`config.mk`:
```
export PLATFORM = sky130hd
export DESIGN_NAME = strobe_adapt
export DESIGN_NICKNAME = d
export VERILOG_FILES = /design/src/rtl/strobe_adapt_pkg.sv /design/src/rtl/strobe_adapt_ctrl.sv /design/src/rtl/strobe_adapt_dp.sv /design/src/rtl/strobe_adapt.sv
export SDC_FILE = /design/constraint.sdc
export NUM_CORES = 1
export LEC_CHECK = 0
export BUFFER_PORTS_ARGS = -buffer_cell sky130_fd_sc_hd__buf_2
export CORE_UTILIZATION = 57
export DETAILED_ROUTE_END_ITERATION = 8
export PLACE_DENSITY_LB_ADDON = 0.15
export SETUP_SLACK_MARGIN = 0.02
export SYNTH_ARGS = -nofsm -noshare
export SYNTH_HDL_FRONTEND = slang
export SYNTH_HIERARCHICAL = 1
export SYNTH_SLANG_ARGS = --single-unit
```
`constraint.sdc`:
```
create_clock -name clk -period 9 [get_ports clk]
set_input_delay 0.45 -clock clk [delete_from_list [all_inputs] [get_ports clk]]
set_output_delay 0.45 -clock clk [all_outputs]
set_load 0.05 [all_outputs]
```
`src/rtl/strobe_adapt_pkg.sv`:
```
package strobe_adapt_pkg;

  // Strobes from window control to the datapath
  typedef struct packed {
    logic clear;   // adaption inactive: drop partial counts and step memory
    logic count;   // accumulate this clock's indications
    logic close;   // this clock ends the window
  } winCtrl_t;

  typedef enum logic [1:0] {
    THR_FIXED = 2'b00,
    THR_RATIO = 2'b01,
    THR_HALF  = 2'b10,
    THR_FULL  = 2'b11
  } thrMode_t;

endpackage

```
`src/rtl/strobe_adapt_ctrl.sv`:
```
module strobe_adapt_ctrl
  import strobe_adapt_pkg::*;
#(
  parameter int BASE_LOG2 = 8,
  parameter int CNT_W     = BASE_LOG2 + 4
) (
  input  logic       clk,
  input  logic       rst_n,
  input  logic       enable,
  input  logic       alwaysOn,
  input  logic       adaptMode,
  input  logic       freqLock,
  input  logic       eqDone,
  input  logic [1:0] smplSize,
  output winCtrl_t   ctl
);

  localparam logic [CNT_W-1:0] ONE = CNT_W'(1);

  logic [CNT_W-1:0] winCnt;
  logic [CNT_W-1:0] lastIdx;
  logic             startOk;
  logic             active;

  always_comb begin
    startOk   = alwaysOn | (adaptMode ? eqDone : freqLock);
    active    = enable & startOk;
    lastIdx   = (ONE << (BASE_LOG2 + 32'(smplSize))) - ONE;
    ctl.clear = ~active;
    ctl.count = active;
    ctl.close = active & (winCnt >= lastIdx);
  end

  always_ff @(posedge clk) begin
    if (!rst_n)                      winCnt <= '0;
    else if (!active || ctl.close)   winCnt <= '0;
    else                             winCnt <= winCnt + ONE;
  end

endmodule

```
`src/rtl/strobe_adapt_dp.sv`:
```
module strobe_adapt_dp
  import strobe_adapt_pkg::*;
#(
  parameter int CNT_W  = 12,
  parameter int CODE_W = 4
) (
  input  logic                     clk,
  input  logic                     rst_n,
  input  winCtrl_t                 ctl,
  input  logic                     earlyIn,
  input  logic                     lateIn,
  input  logic                     measOnly,
  input  logic [1:0]               thrMode,
  input  logic [CNT_W-1:0]         thrValue,
  output logic signed [CODE_W-1:0] delayCode,
  output logic [CNT_W-1:0]         earlyCount,
  output logic [CNT_W-1:0]         lateCount
);

  localparam int WW = CNT_W + 4;
  localparam logic signed [CODE_W-1:0] CODE_HI = {1'b0, {(CODE_W-1){1'b1}}};
  localparam logic signed [CODE_W-1:0] CODE_LO = -CODE_HI;

  logic [CNT_W-1:0] earlyAcc, lateAcc;
  logic [CNT_W-1:0] eSum, lSum, mag, dom, prevOpp;
  logic [CNT_W:0]   total;
  logic [WW-1:0]    domX5, totX3;
  logic             up, dn, pass, stepUp, stepDn;

  // Per-direction step magnitudes: index 1 = up (early), 0 = down (late)
  logic [CNT_W-1:0] lastMag [2];

  always_comb begin
    eSum    = earlyAcc + CNT_W'(earlyIn);
    lSum    = lateAcc + CNT_W'(lateIn);
    up      = eSum > lSum;
    dn      = lSum > eSum;
    mag     = up ? (eSum - lSum) : (lSum - eSum);
    dom     = up ? eSum : lSum;
    total   = {1'b0, eSum} + {1'b0, lSum};
    domX5   = WW'(dom) * WW'(5);
    totX3   = WW'(total) * WW'(3);
    prevOpp = up ? lastMag[0] : lastMag[1];
    case (thrMode_t'(thrMode))
      THR_FIXED: pass = mag > thrValue;
      THR_RATIO: pass = domX5 >= totX3;
      THR_HALF:  pass = {mag, 1'b0} >= {1'b0, prevOpp};
      THR_FULL:  pass = mag >= prevOpp;
      default:   pass = 1'b0;
    endcase
    stepUp = ctl.close & up & pass & ~measOnly;
    stepDn = ctl.close & dn & pass & ~measOnly;
  end

  // Window accumulators and published counts
  always_ff @(posedge clk) begin
    if (!rst_n) begin
      earlyAcc   <= '0;
      lateAcc    <= '0;
      earlyCount <= '0;
      lateCount  <= '0;
    end else if (ctl.clear || ctl.close) begin
      earlyAcc <= '0;
      lateAcc  <= '0;
      if (ctl.close) begin
        earlyCount <= eSum;
        lateCount  <= lSum;
      end
    end else if (ctl.count) begin
      earlyAcc <= eSum;
      lateAcc  <= lSum;
    end
  end

  // Step memories, one per direction
  for (genvar d = 0; d < 2; d++) begin : g_mem
    logic take;
    assign take = (d == 1) ? stepUp : stepDn;
    always_ff @(posedge clk) begin
      if (!rst_n || ctl.clear) lastMag[d] <= '0;
      else if (take)           lastMag[d] <= mag;
    end
  end

  // Saturating delay code
  always_ff @(posedge clk) begin
    if (!rst_n)                             delayCode <= '0;
    else if (stepUp && delayCode != CODE_HI) delayCode <= delayCode + CODE_W'(1);
    else if (stepDn && delayCode != CODE_LO) delayCode <= delayCode - CODE_W'(1);
  end

endmodule

```
`src/rtl/strobe_adapt.sv`:
```
module strobe_adapt
  import strobe_adapt_pkg::*;
#(
  parameter  int BASE_LOG2 = 8,
  localparam int CNT_W     = BASE_LOG2 + 4,
  localparam int CODE_W    = 4
) (
  input  logic                     clk,
  input  logic                     rst_n,
  input  logic                     enable,
  input  logic                     alwaysOn,
  input  logic                     adaptMode,
  input  logic                     measOnly,
  input  logic [1:0]               thrMode,
  input  logic [1:0]               smplSize,
  input  logic [CNT_W-1:0]         thrValue,
  input  logic                     freqLock,
  input  logic                     eqDone,
  input  logic                     earlyIn,
  input  logic                     lateIn,
  output logic signed [CODE_W-1:0] delayCode,
  output logic [CNT_W-1:0]         earlyCount,
  output logic [CNT_W-1:0]         lateCount
);

  winCtrl_t ctl;

  strobe_adapt_ctrl #(.BASE_LOG2(BASE_LOG2), .CNT_W(CNT_W)) u_ctrl (
    .clk(clk), .rst_n(rst_n), .enable(enable), .alwaysOn(alwaysOn),
    .adaptMode(adaptMode), .freqLock(freqLock), .eqDone(eqDone),
    .smplSize(smplSize), .ctl(ctl)
  );

  strobe_adapt_dp #(.CNT_W(CNT_W), .CODE_W(CODE_W)) u_dp (
    .clk(clk), .rst_n(rst_n), .ctl(ctl), .earlyIn(earlyIn), .lateIn(lateIn),
    .measOnly(measOnly), .thrMode(thrMode), .thrValue(thrValue),
    .delayCode(delayCode), .earlyCount(earlyCount), .lateCount(lateCount)
  );

endmodule

```
==> impl_metrics.yaml, run 1 <==
floorplan:
  coreArea_um2: 14000
  start_util_pct: 58.9
  die_height_um: 122
  die_w_um: 122
  dieArea_um2: 14900
  placementRows: 43
  io_pins: 54
synthesis:
  synth_ff_type: "dfxtp_1"
  synth_compound_area_share_pct: 18.1
  synth.cell_area_um2: 8230
  synthSimpleGateAreaFrac_pct: 18.5
  synth-seq-cells: 88
  synth_nets: 1109
  syn-instance-count: 947
  synth_edf_count: 24
  synth_area_leaders: "ha_1 20%, dfxtp_1 16%, edfxtp_1 8.8%, xnor2_1 5.3%, a21oi_1 4.0%"
  synth_top_family_by_area: "adder cells"
  muxShareOfSynthArea_pct: 3.21
  synthAdderAreaFrac_pct: 21.2
  synth-xor-area-share_pct: 9.33
  synth_seq_area_share_pct: 24.3
  synth_top_cell_area_share_pct: 19.8
  ys_types: 69
  yosys_warnings: 6
  post-synth-top-area-cell: "ha_1"
  async_reset_ff_share_pct: 0
  syn_area_per_cell_um2: 8.69
global_route:
  globalRouteOverflowTotal: 0
  grt_pass1_wl_um: 32800
  first_global_vias: 6556
  grt_start_max_net_pins: 47
  grt_use_total_pct: 28.6
  antenna_found_initial: 0
critical_path:
  crit_path_start_kind: "flip-flop"
  cp_max_fo: 13
  worstSetupPathType: "reg2reg"
  end_kind: "flip-flop"
  slowest_delay_ps: 540
  cp.arrival_ps: 8570
  cp_slowest_cell: "or4_1"
  required_ps: 9220
clock_tree:
  cts_buffer_depth: 2
  cts-root-buf: "clkbuf_16"
  ctsHoldBuffers: 0
  clock_sinks: 88
  cts_buffers: 9
  cts_tree: "done"
  clk_pin_slew_ps: 70
  htreeDepth: 3
  clk_latency_ps: 350
placed_design:
  place_congestion: 0.950
  place_hpwl_um: 16100
  port_buffers: 53
layout:
  antenna_cells: 0
  final_cell_mix: "128 x ha_1, 77 x inv_1, 73 x nor2_1, 64 x nand2_1, 64 x dfxtp_1"
  final_common_cell: "ha_1"
  final_nets: 1163
  syn_to_final_growth_pct: 11.1
  seqCellArea_um2: 2000
  multi_input_area_um2: 5870
  drive_above_1_share_pct: 14.0
  fill_cells: 1228
timing:
  post-route-period-util_pct: 92.8
  skew_ps: 6.16
  slew_headroom_pct: 26.4
  worst_pin_slew_ps: 1100
  rsz0062_at_grt: "no"
  finalSetupTns_ps: 0
  slew_violations: 0
  fmax_mhz: 120
  fin_crit_ps: 8360
  hold_viol: 0
  setup_violations: 0
route:
  routed_wl_um: 20400
  vias: 6842
  antenna_left: 0
  drt-initial-drc-count: 395
  drc_errors: 0
  dr.pass1.iters: 5
  routedWlPerCell_um: 17.2
  routed_via_density: 5.77
run_status:
  outcome: "finished, final reports clean"
hold_path:
  hp-class: "reg2reg"
power:
  finalPower_uw: 1280
  max-vdd-ir-drop_mv: 0.100
  p_leak_uw: 0.00443
  powerDensity_nw_per_um2: 140
flow_run:
  cap_violations: 0
per-layer routing:
metal	track usage, %	vias up	wire length (um)	part of all wire [%]
met1	35.0	3149	9190	45
li1	-	3458	-	-
met3	4.92	66	816	4.0
met4	18.4	0	1110	5.4
met5	0	-	0	0
met2	46.2	169	9300	46
what timing repair did:
action / 4_1_cts / 5_1_grt
endpoints found under the setup margin: 0 / 1
buffers inserted: 0 / 1
gates resized for setup: 0 / 16
worst paths after layout:
kind | end | startpoint | cells after the start | slack, ps
worst max-delay path | u_dp/delayCode[3] | u_dp/lateAcc[3] | 42 | 640
worst min-delay path | u_dp/lateCount[6] | u_dp/lateCount[6] | 1 | 500
worst max register to register | u_dp/delayCode[3] | u_dp/lateAcc[3] | 42 | 640
worst min register to register | u_dp/lateCount[6] | u_dp/lateCount[6] | 1 | 500
synth_stat cells (16+ instances only):
cell type  count
nor2b_1       16
dfxtp_1       64
nand3_1       22
inv_1         77
and2_1        16
a21o_1        22
a21oi_1       66
nand2_1       65
xnor2_1       50
clkbuf_1      21
edfxtp_1      24
mux2i_1       23
nor2_1        73
nand4_1       16
xor2_1        34
o21ai_0       31
ha_1         130
o211a_1       21
flip-flops by register name, indices dropped and copies added, names as in the netlist:
register,flops
u_dp/lastMag,24
u_dp/earlyCount,12
u_dp/lateCount,12
u_dp/earlyAcc,12
u_dp/lateAcc,12
u_ctrl/winCnt,12
u_dp/delayCode,4
power by group:
| part | switching, uW | total, uW | internal [uW] |
|---|---|---|---|
| Sequential | 2.46 | 414 | 412 |
| Combinational | 279 | 480 | 201 |
| Clock | 170 | 388 | 218 |
worst max-delay path, delay by kind of cell, from the launching register on:
kind	cells	cell delay [ps]
XOR/XNOR	3	390
adder cells (fa/ha/maj)	5	1640
flip-flops	1	410
AO/OA/AOI/OAI	16	2800
buffers and inverters	3	380
AND/OR/NAND/NOR	15	2630
final cells by class:
type                       count  share of cell area (%)
clock buffer                   9                    2.46
timing repair buffer          79                    5.03
tap                          180                    2.46
multi-input combinational    746                    64.2
sequential                    88                    21.9
clock inverter                 7                   0.848
inverter                      77                    3.16
through the flow:
step	setup WS (ps)	hold WS, ps	cells	utilization (%)	cell area (um2)
5_1_grt	26.3	513	1186	65.4	9150
3_5_place_dp	65.8	481	1169	62.7	8770
2_1_floorplan	59.7	468	947	-	8240
4_1_cts	168	498	1185	64.9	9070
3_3_place_gp	319	477	1169	62.7	8770
6_report	644	496	1186	65.4	9150
cells by family after synthesis:
logic type	after synthesis
multiplexers	26
adder cells (fa/ha/maj)	136
AND/OR/NAND/NOR	285
other	1
XOR/XNOR	86
buffers and inverters	113
flip-flops	88
AO/OA/AOI/OAI	212
No activity file was read; power rests on OpenSTA's default activity.
==> inputs of run 2 (changes only) <==
Settings changed: CORE_MARGIN from default to 10, CORE_UTILIZATION 57 to 60.
Clock period 9 ns to 9.2 ns, I/O delays scaled along.
==> run 2 against run 1 <==
  * Final cell count decreased by 0.17%
  * Largest cell class unchanged
  * Critical path type unchanged
  * Largest power group unchanged
  * Clock skew decreased by 0.92 ps
  * Via count decreased by 0.42%
  * Count of clock-buffer cells in the layout increased by 3
  * Sequential cell count unchanged
  * Fmax decreased by 1.5%
  * Register-to-register slack improved by 70 ps
==> impl_metrics.yaml, run 2 (synthesis results as in run 1) <==
route:
  routedWlPerCell_um: 17.5
  routed_wl_um: 20700
  antenna_left: 0
  drc_errors: 0
  drt-initial-drc-count: 333
  vias: 6813
  dr.pass1.iters: 5
  routed_via_density: 5.75
power:
  finalPower_uw: 1270
  p_leak_uw: 0.00445
  max-vdd-ir-drop_mv: 0.0925
  powerDensity_nw_per_um2: 139
floorplan:
  dieArea_um2: 18800
  coreArea_um2: 13300
  start_util_pct: 61.7
  die_w_um: 137
  placementRows: 42
  die_height_um: 137
  io_pins: 54
critical_path:
  crit_path_start_kind: "flip-flop"
  end_kind: "flip-flop"
  cp_max_fo: 10
  cp.arrival_ps: 8700
  ff2ff_setup_slack_ps: 720
  slowest_delay_ps: 540
  critPathTopFamily: "compound AO/OA/AOI/OAI gates"
  cp_slowest_cell: "or4_1"
  worstSetupPathType: "reg2reg"
  required_ps: 9410
  critical_path_buf_inv_count: 3
timing:
  hold_viol: 0
  slew_headroom_pct: 27.2
  fmax_mhz: 118
  worst_slack_ps: 716
  fin_crit_ps: 8480
  skew_ps: 5.24
  rsz0062_at_grt: "no"
  setup_violations: 0
  finalSetupTns_ps: 0
  slew_violations: 0
  post-route-period-util_pct: 92.2
  worst_pin_slew_ps: 1090
run_status:
  outcome: "finished, final reports clean"
layout:
  drive_above_1_share_pct: 14.2
  largest_reg_flops: 24
  syn_to_final_growth_pct: 11.5
  final_nets: 1165
  antenna_cells: 0
  final_cell_mix: "127 x ha_1, 77 x inv_1, 72 x nor2_1, 65 x a21oi_1, 64 x nand2_1"
  postLayoutCoreUtil_pct: 68.8
  fill_cells: 1154
  seqCellArea_um2: 2000
  top_register: "u_dp/lastMag"
  multi_input_area_um2: 5870
  final_common_cell: "ha_1"
clock_tree:
  htreeDepth: 3
  cts_buffer_depth: 2
  cts_tree: "done"
  cts-root-buf: "clkbuf_16"
  clock_sinks: 88
  ctsHoldBuffers: 0
  clk_pin_slew_ps: 60
  cts_buffers: 9
  clk_latency_ps: 350
hold_path:
  hp-class: "reg2reg"
placed_design:
  place_hpwl_um: 16400
  place_congestion: 0.867
  dpl_worst_slack_ps: 98.8
  port_buffers: 53
global_route:
  use_met1_pct: 27.8
  globalRouteOverflowTotal: 0
  first_global_vias: 6718
  antenna_found_initial: 0
  grt_use_total_pct: 22.4
  use_met3_pct: 2.97
  use_met2_pct: 38.1
  grt_start_max_net_pins: 47
  top_usage_layer: "met2"
  grt_pass1_wl_um: 33500
flow_run:
  cap_violations: 0
## run 2: cell count changes in the layout (fill, tap and decap cells not counted), sizes merged
cell	before	now
clkbuf	9	12
inv	80	77
buf	79	81
clkinv	2	3
clkinvlp	1	0
## run 2: report_power, final
group	internal, uW	switching [uW]	leakage (uW)
clock network	241	153	0.000164
logic	197	278	0.00350
registers	403	2.26	0.000790
total	842	433	0.00445
## run 2: what timing repair did
action / in CTS / in global routing
buffers inserted: 0 / 2
endpoints found under the setup margin: 0 / 1
gates resized for setup: 0 / 17
## run 2: path summary, 6_finish.rpt
check / endpoint / startpoint / cells after the start
worst max-delay path: u_dp/delayCode[3] / u_dp/lateAcc[0] / 45
worst min-delay path: u_dp/earlyCount[10] / u_dp/earlyCount[10] / 1
worst max register to register: u_dp/delayCode[3] / u_dp/lateAcc[0] / 45
worst min register to register: u_dp/earlyCount[10] / u_dp/earlyCount[10] / 1
## run 2: per-stage QoR
step                area [um2]  cells  hold WS [ps]
CTS                       9100   1182           493
finish                    9190   1184           491
detailed placement        8770   1166           483
global placement          8770   1166           476
floorplan                 8240    947           468
global route              9190   1184           513
## run 2: worst register-to-register path: cells and delay by family, from the launching register on
family                     cells  cell delay (ps)
AOI/OAI and AO/OA             17             2910
buffers and inverters          3              220
and+or+nand+nor               15             2720
adders and majority gates      7             1780
DFF                            1              360
xor gates and xnor gates       3              340
## run 2: per-layer routing
metal,vias up,part of all wire [%]
met3,31,4.4
met1,3169,44
met5,-,0
met4,0,2.9
met2,143,48
li1,3470,-
## run 2: final cells by class
type                    count  share of cell area, %
multi-input cells         746                   63.9
repair buffers             81                   5.18
well taps                 176                   2.40
clock buffers              12                   3.02
clock inverters             4                  0.531
inverters                  77                   3.15
flip-flops and latches     88                   21.8
==> inputs of run 3 (changes only) <==
Settings changed: SYNTH_HIERARCHICAL 1 to default.
==> run 3 against run 2 <==
  * First-iteration DRC count up 26%
  * Total power down 6.0%
  * Area after synthesis shrank 5.1%
  * Non-clock buffer count is 9 lower
  * Critical path depth is 5 lower
  * Via count decreased by 4.4%
  * Count of clock-buffer cells in the layout fell by 2
  * Critical endpoint is now u_dp.delayCode[3]
  * Largest power group unchanged
==> impl_metrics.yaml, run 3 <==
critical_path:
  cp_slowest_cell: "a2111oi_1"
  cp_max_fo: 20
  cp.arrival_ps: 8610
  crit_path_start_kind: "flip-flop"
  slowest_delay_ps: 430
  worstSetupPathType: "reg2reg"
  end_kind: "flip-flop"
  cp-startpoint: "u_dp.lateAcc[0]"
  required_ps: 9480
  crit_path_frequent_cell: "ha_1"
  r2r-start: "u_dp.lateAcc[0]"
power:
  p_leak_uw: 0.00452
  powerDensity_nw_per_um2: 138
  seqPwrFrac_pct: 33.8
  p_switching_uw: 404
  clockPowerShare_pct: 30.5
  internal_power_uw: 795
  p_sw_share_pct: 33.7
  share_comb_of_total_power_pct: 35.7
  max-vdd-ir-drop_mv: 0.109
timing:
  hold_ws_ps: 465
  post-route-period-util_pct: 90.5
  setup_violations: 0
  worst_slack_ps: 872
  worst_pin_slew_ps: 589
  fmax_mhz: 120
  fin_crit_ps: 8330
  finalSetupTns_ps: 0
  hold_viol: 0
  slew_headroom_pct: 60.6
  rsz0062_at_grt: "no"
  slew_violations: 0
  skew_ps: 5.91
synthesis:
  synth-seq-cells: 88
  post-synth-top-area-cell: "ha_1"
  yosys_warnings: 0
  synth_top_cell_area_share_pct: 20.7
  ys_types: 64
  synth_seq_area_share_pct: 25.6
  synth_edf_count: 24
  synth.cell_area_um2: 7810
  synth_nets: 1079
  synth_common_cells: "129 x ha_1, 99 x nor2_1, 79 x inv_1, 75 x nand2_1, 71 x a21oi_1"
  syn-instance-count: 918
  syn_area_per_cell_um2: 8.51
  synth_area_leaders: "ha_1 21%, dfxtp_1 16%, edfxtp_1 9.2%, nor2_1 4.8%, a21oi_1 4.5%"
  async_reset_ff_share_pct: 0
  synth_ff_type: "dfxtp_1"
  yosysMostFrequentCell: "ha_1"
global_route:
  globalRouteOverflowTotal: 0
  first_global_vias: 6358
  antenna_found_initial: 0
  grt_use_total_pct: 20.8
  grt_start_max_net_pins: 45
  grt_pass1_wl_um: 30800
placed_design:
  place_hpwl_um: 15300
  dpl_worst_slack_ps: 218
  place_congestion: 0.932
  dpl.cell_count: 1138
  port_buffers: 53
floorplan:
  coreArea_um2: 12700
  placementRows: 41
  io_pins: 54
  dieArea_um2: 18000
  die_w_um: 134
  start_util_pct: 61.7
  die_height_um: 134
layout:
  final_cell_mix: "128 x ha_1, 96 x nor2_1, 79 x inv_1, 75 x nand2_1, 70 x a21oi_1"
  stdcell_count: 1154
  largest_reg_flops: 24
  antenna_cells: 0
  final_nets: 1138
  top_register: "u_dp.lastMag"
  drive_above_1_share_pct: 12.3
  final_common_cell: "ha_1"
  postLayoutCoreUtil_pct: 68.5
  syn_to_final_growth_pct: 11.1
clock_tree:
  cts_buffer_depth: 2
  htreeDepth: 3
  cts-root-buf: "clkbuf_16"
  cts_buffers: 9
  clk_pin_slew_ps: 60
  clock_sinks: 88
  clk_latency_ps: 340
  cts_tree: "done"
  post_cts_buffers: 0
route:
  dr.pass1.iters: 5
  antenna_left: 0
  drt-initial-drc-count: 420
  routed_wl_um: 18600
  drc_errors: 0
  routed_via_density: 5.64
  vias: 6511
  routedWlPerCell_um: 16.1
run_status:
  outcome: "finished, final reports clean"
flow_run:
  cap_violations: 0
hold_path:
  hp-class: "reg2reg"
  hp-start: "u_dp.earlyCount[0]"
## run 3: layout make-up
type	instances	area (um2)
multi-input combinational	727	5450
fill	1101	4000
sequential	88	2000
timing repair buffer	72	412
inverter	79	297
clock buffer	10	229
tap	172	215
clock inverter	6	67.6
## run 3: power by group through the flow
| stage | combinational, uW | sequential [uW] | clock, uW |
|---|---|---|---|
| final | 428 | 405 | 366 |
| after CTS | 424 | 405 | 368 |
| after detailed placement | 419 | 413 | 0 |
| after global placement | 414 | 413 | 0 |
| after floorplan | 322 | 413 | 0 |
| after global routing | 487 | 405 | 384 |
## run 3: final timing paths
check                                     endpoint  slack [ps]  cells after the start
worst max-delay path             u_dp.delayCode[3]         870                     40
worst min register to register  u_dp.earlyCount[0]         470                      2
worst max register to register   u_dp.delayCode[3]         870                     40
worst min-delay path            u_dp.earlyCount[0]         470                      2
## run 3: logic make-up after synthesis
family / share of synthesized area [%]
AOI/OAI and AO/OA: 18.4
muxes: 2.98
DFF: 25.6
adders and majority gates: 22.2
xor gates and xnor gates: 8.25
buffers and inverters: 5.11
and+or+nand+nor: 17.5
## run 3: timing repair
| item | in CTS | in global routing |
|---|---|---|
| setup endpoints to repair | 0 | 2 |
| hold buffers | 0 | 0 |
| hold endpoints to repair | 0 | 0 |
| resized for setup | 0 | 12 |
## run 3: layer usage
| layer | GRT usage [%] | vias up | share of wire, % |
|---|---|---|---|
| met1 | 28.2 | 2993 | 48 |
| li1 | - | 3327 | - |
| met5 | 0 | - | 0 |
| met2 | 32.3 | 168 | 44 |
| met4 | 6.53 | 0 | 2.0 |
| met3 | 4.26 | 23 | 6.3 |
## run 3: per-stage QoR
stage | instance area (um2) | power [uW]
after floorplan | 7810 | 735
after global placement | 8330 | 827
after detailed placement | 8330 | 832
after CTS | 8630 | 1200
after global routing | 8680 | 1280
final | 8680 | 1200
## run 3: critical path, delay by kind of cell (launching register included)
kind,cells,cell delay (ps)
and+or+nand+nor,12,1970
AOI/OAI and AO/OA,17,3520
xor gates and xnor gates,2,180
DFF,1,330
buffers and inverters,1,200
adders and majority gates,7,1830
muxes,1,200
